<file path="config.mk">
export PLATFORM = sky130hd
export DESIGN_NAME = decimal_digit_recoder
export DESIGN_NICKNAME = d
export VERILOG_FILES = /design/src/rtl/dec_recode_pkg.sv /design/src/rtl/sdr_mag_onehot.sv /design/src/rtl/sdr_digit_slice.sv /design/src/rtl/decimal_digit_recoder.sv
export SDC_FILE = /design/constraint.sdc
export NUM_CORES = 1
export LEC_CHECK = 0
export CORE_MARGIN = 1.5
export CORE_UTILIZATION = 25
export DETAILED_ROUTE_END_ITERATION = 7
export GPL_ROUTABILITY_DRIVEN = 0
export PLACE_DENSITY = 0.46
export REMOVE_ABC_BUFFERS = 1
export SYNTH_ARGS = -nofsm -noshare
export SYNTH_HDL_FRONTEND = slang
export SYNTH_HIERARCHICAL = 1
export SYNTH_SLANG_ARGS = --single-unit
</file>
<file path="constraint.sdc">
create_clock -name vclk -period 23.3
set_input_delay 5.825 -clock vclk [all_inputs]
set_output_delay 5.825 -clock vclk [all_outputs]
set_load 0.05 [all_outputs]
</file>
<file path="src/rtl/dec_recode_pkg.sv">
package dec_recode_pkg;
   localparam int BCD_W      = 4;
   localparam int MAG_W      = 5;
   localparam int MAG_BIN_W  = 3;
   localparam int XFER_LIMIT = 6;
   localparam int RADIX      = 10;
endpackage

</file>
<file path="src/rtl/sdr_mag_onehot.sv">
module sdr_mag_onehot
   import dec_recode_pkg::*;
#(
   parameter int LINES = MAG_W
) (
   input  logic [MAG_BIN_W-1:0] mag_bin,
   output logic [LINES-1:0]     mag_hot
);
   if (LINES < 1 || LINES >= (1 << MAG_BIN_W)) begin : g_bad_lines
      $error("sdr_mag_onehot: LINES out of range");
   end

   for (genvar k = 0; k < LINES; k++) begin : g_line
      assign mag_hot[k] = (mag_bin == MAG_BIN_W'(k + 1));
   end

   always_comb begin
      assert_sel_onehot_R2: assert ($onehot0(mag_hot))
         else $error("select lines not one-hot");
   end
endmodule

</file>
<file path="src/rtl/sdr_digit_slice.sv">
module sdr_digit_slice
   import dec_recode_pkg::*;
(
   input  logic [BCD_W-1:0] bcd_digit,
   input  logic             xfer_in,
   output logic             sign_neg,
   output logic [MAG_W-1:0] mag_hot,
   output logic             xfer_out
);
   logic [BCD_W:0]       total;
   logic [MAG_BIN_W-1:0] mag_bin;

   always_comb begin
      total = {1'b0, bcd_digit} + {{BCD_W{1'b0}}, xfer_in};
      if (total >= (BCD_W+1)'(XFER_LIMIT)) begin
         xfer_out = 1'b1;
         mag_bin  = MAG_BIN_W'((BCD_W+1)'(RADIX) - total);
         sign_neg = (total != (BCD_W+1)'(RADIX));
      end else begin
         xfer_out = 1'b0;
         mag_bin  = MAG_BIN_W'(total);
         sign_neg = 1'b0;
      end
   end

   sdr_mag_onehot #(.LINES(MAG_W)) u_hot (
      .mag_bin (mag_bin),
      .mag_hot (mag_hot)
   );

   // Value seen from the one-hot lines, for the checks below
   int unsigned hot_mag;
   always_comb begin
      hot_mag = 0;
      for (int k = 0; k < MAG_W; k++)
         if (mag_hot[k]) hot_mag = k + 1;
   end

   always_comb begin
      if (bcd_digit <= BCD_W'(RADIX - 1)) begin
         assert_zero_clean_R3: assert (mag_hot != '0 || !sign_neg)
            else $error("zero digit carries a sign");
         assert_position_value_R5: assert (
            (int'(xfer_out) * RADIX + (sign_neg ? -int'(hot_mag) : int'(hot_mag)))
               == int'(bcd_digit) + int'(xfer_in))
            else $error("slice does not preserve value");
      end
   end
endmodule

</file>
<file path="src/rtl/decimal_digit_recoder.sv">
module decimal_digit_recoder
   import dec_recode_pkg::*;
#(
   parameter int NDIG = 4
) (
   input  logic [BCD_W*NDIG-1:0] bcd_in,
   output logic [NDIG-1:0]       dig_neg,
   output logic [MAG_W*NDIG-1:0] dig_sel,
   output logic                  carry_top
);
   if (NDIG < 1 || NDIG > 16) begin : g_bad_ndig
      $error("decimal_digit_recoder: NDIG must be 1..16");
   end

   logic [NDIG:0] xfer;
   assign xfer[0]   = 1'b0;
   assign carry_top = xfer[NDIG];

   for (genvar i = 0; i < NDIG; i++) begin : g_pos
      sdr_digit_slice u_slice (
         .bcd_digit (bcd_in[BCD_W*i +: BCD_W]),
         .xfer_in   (xfer[i]),
         .sign_neg  (dig_neg[i]),
         .mag_hot   (dig_sel[MAG_W*i +: MAG_W]),
         .xfer_out  (xfer[i+1])
      );
   end

   // Whole-operand reconstruction from the ports
   logic        all_bcd;
   longint      in_val;
   longint      out_val;
   longint      wt;
   always_comb begin
      all_bcd = 1'b1;
      in_val  = 0;
      out_val = 0;
      wt      = 1;
      for (int i = 0; i < NDIG; i++) begin
         int m;
         m = 0;
         if (bcd_in[BCD_W*i +: BCD_W] > BCD_W'(RADIX - 1)) all_bcd = 1'b0;
         for (int k = 0; k < MAG_W; k++)
            if (dig_sel[MAG_W*i + k]) m = k + 1;
         in_val  += wt * longint'(bcd_in[BCD_W*i +: BCD_W]);
         out_val += wt * (dig_neg[i] ? -longint'(m) : longint'(m));
         wt      *= RADIX;
      end
      out_val += wt * longint'(carry_top);
      if (all_bcd) begin
         assert_reconstruct_R7: assert (out_val == in_val)
            else $error("recoded operand differs from input");
      end
   end
endmodule

</file>
==> summary.md <==
| Metric | Value |
|---|---|
| Final WS setup | `4.536 ns` |
| Dpl ws | `4.459 ns` |
| CTS Hold Bufs | `0` |
| Largest family of logic cells by synthesized area | `compound AO/OA/AOI/OAI gates` |
| Hold Crit Depth | `4` |
| Worst slew margin relative to its limit | `63.18%` |
| Element type at the critical path end | `primary output` |
| Simple-gate share of the synthesized area | `28.37%` |
| Antenna violations before repair | `0` |
| Setup crit start kind | `input pin` |
| Cells after DPL | `265` |
| FFs & Latches | `0` |
| WL met1 | `1391 um` |
| Mux cell area share after synthesis | `6.890%` |
| Endpoints failing hold | `0` |
| Maxcap violations | `0` |
| First-pass DRT Iterations | `4` |
| Largest net degree at the start of global routing | `13` |
| Actual slew at the worst max-slew pin | `0.5477 ns` |
| Tcrit/Tclk final | `80.53%` |
| Area Growth Syn to Fin | `34.75%` |
| GRT Util Overall | `10.80%` |
| Clk_buf instances | `0` |
| Synth Cell Area | `0.001235 mm2` |
| Yosys top cell by area | `ha_1` |
| Most common cell after layout, fill and taps aside | `clkdlybuf4s50_1` |
| DRT antenna net count | `0` |
| Nets | `232` |
| Synth Area in Adders | `16.21%` |
| Cell row count | `25` |
| DRT iter0 DRCs | `48` |
| Vias per inst | `4.860` |
| Post-route total power | `84.52 uW` |
| Die area | `0.005371 mm2` |
| Min-delay worst type | `input pin to primary output` |
| Residual DRC | `0` |
| Slowest stage delay, CP | `0.83 ns` |
| Top Metal Used | `met3` |
| Fill count | `512` |
| Total grt overflow | `0` |
| Multi-input logic area | `0.001125 mm2` |
| Achievable Freq | `53.29 MHz` |
| Starting density of the core | `25.97%` |
| Share of layout cells above drive strength 1 | `10.10%` |
| Vias in the first global route | `1239` |
| Most used cell, CP | `ha_1` |
| Antenna fix cells | `0` |
| Vias | `1288` |
| Post-synthesis sequential area ratio | `0%` |
| Switching share of power | `62.93%` |
| Final WL | `2931 um` |
| Sequential power share | `0%` |
| Setup-failing EPs final | `0` |
| Slew Limit Fails | `0` |
| Setup bufs post-CTS | `0` |
| Met3 Wirelength | `74 um` |
| Setup Crit Path Kind | `input pin to primary output` |
| First-pass GRT wire length | `5030 um` |
| Critical Path Start | `bcd_in[1]` |
| Core area | `0.004755 mm2` |
| Status | `completed` |
| Commonest non-fill, non-tap cells in the layout | `41 x clkdlybuf4s50_1, 16 x nand2_1, 16 x a21oi_1, 16 x ha_1` |
| Routed len/inst | `11.06 um` |
| IO buf count | `41` |
| Sw Pwr | `53.19 uW` |
| Unique masters post-synth | `24` |
| CP cell instances | `clkdlybuf4s50_1 -> ha_1 -> ha_1 -> o21ai_0 -> o211ai_2 -> ha_1 -> ha_1 -> ha_1 -> o311ai_4 -> o211ai_2 -> ha_1 -> ha_1 -> ha_1 -> o311ai_4 -> o211ai_2 -> ha_1 -> ha_1 -> ha_1 -> o21ai_0 -> o211ai_2 -> mux2_1 -> nor3b_1 -> clkdlybuf4s50_1` |
| Pleak | `0.5977 nW` |
| Hold Path Origin | `bcd_in[12]` |
| RSZ-0062 raised after global routing | `no` |
| Clk network pwr share | `0%` |
| DR WL met2 | `1465 um` |
| Post-route minimum period | `18.76 ns` |
| Sequential cell area | `0 um2` |
| Mapped Cells | `165` |
| Logic pwr share | `100.0%` |
| Post-synthesis compound-gate area fraction | `33.64%` |
| Die width | `73.29 um` |
| Peak supply drop | `0.00001873 V` |
| Layout Cells excl Fill | `265` |
| Int Pwr | `31.33 uW` |
| WP data required | `17.48 ns` |
| Crit-path slowest cell | `clkdlybuf4s50_1` |
| Crit Path Max Fanout | `7` |
| Synth Area in XOR/XNOR | `5.674%` |
| Synth top area share | `16.21%` |
| Height of the die | `73.29 um` |
| Pwr Density | `50.79 mW/mm2` |
| Warnings, synthesis | `6` |
| Post_cts resized | `0` |
| IO Pins | `41` |
| Largest cells by area after synthesis | `ha_1 16%, o311ai_4 8.5%, nor3b_1 7.3%, a21oi_1 6.5%, and3b_2 6.5%` |
| Dpl hpwl | `2426 um` |
| Mapped Avg Cell Area | `7.484 um2` |
| TNS Setup | `0 ns` |
| Critical path arrival | `12.94 ns` |
## synthesized netlist by cell type (8+ instances only)
cell      number
a21oi_1       16
ha_1          16
nand2_1       16
inv_1         12
nor3b_1       12
and3b_2        8
nor2_1         8
o211ai_1       8
o21ai_0        8
xor2_1         8
## power groups by stage
stage | Sequential, mW | Combinational (mW) | Clock [mW]
2_1_floorplan | 0 | 0.0601 | 0
3_3_place_gp | 0 | 0.0829 | 0
3_5_place_dp | 0 | 0.0848 | 0
4_1_cts | 0 | 0.0851 | 0
5_1_grt | 0 | 0.0910 | 0
6_report | 0 | 0.0845 | 0
## path summary, 6_finish.rpt
check,endpoint,slack (ns)
worst max-delay path,dig_sel[18],4.54
worst min-delay path,dig_sel[16],13.11
## metal layers
| layer | vias to the layer above | track usage, % |
|---|---|---|
| met1 | 583 | 13.74 |
| met2 | 23 | 21.11 |
| met5 | - | 0 |
| met4 | 0 | 0.4193 |
| li1 | 682 | - |
| met3 | 0 | 0.1372 |
## worst max-delay path, delay by kind of cell
kind | cells | cell delay (ns)
multiplexers | 1 | 0.40
AO/OA/AOI/OAI | 8 | 1.45
adder cells (fa/ha/maj) | 11 | 3.72
buffers and inverters | 2 | 1.31
AND/OR/NAND/NOR | 1 | 0.22
## cell families (layout without fill, tap and decap cells)
family | after synthesis | in the layout
AO/OA/AOI/OAI | 52 | 52
AND/OR/NAND/NOR | 60 | 60
buffers and inverters | 20 | 53
XOR/XNOR | 8 | 8
adder cells (fa/ha/maj) | 16 | 16
multiplexers | 8 | 8
other | 1 | 1
## through the flow
step	utilization, %	hold slack (ns)	cell area (um2)
2_1_floorplan	-	11.94	1170
3_3_place_gp	35.00	13.10	1664
3_5_place_dp	35.00	13.12	1664
4_1_cts	35.00	13.13	1664
5_1_grt	35.00	13.16	1664
6_report	35.00	13.11	1664
## final cells by class
type	instances	area share, %
multi-input cells	145	67.59
repair buffers	41	24.66
well taps	67	5.038
inverters	12	2.707
No activity file was read; power rests on OpenSTA's default activity.
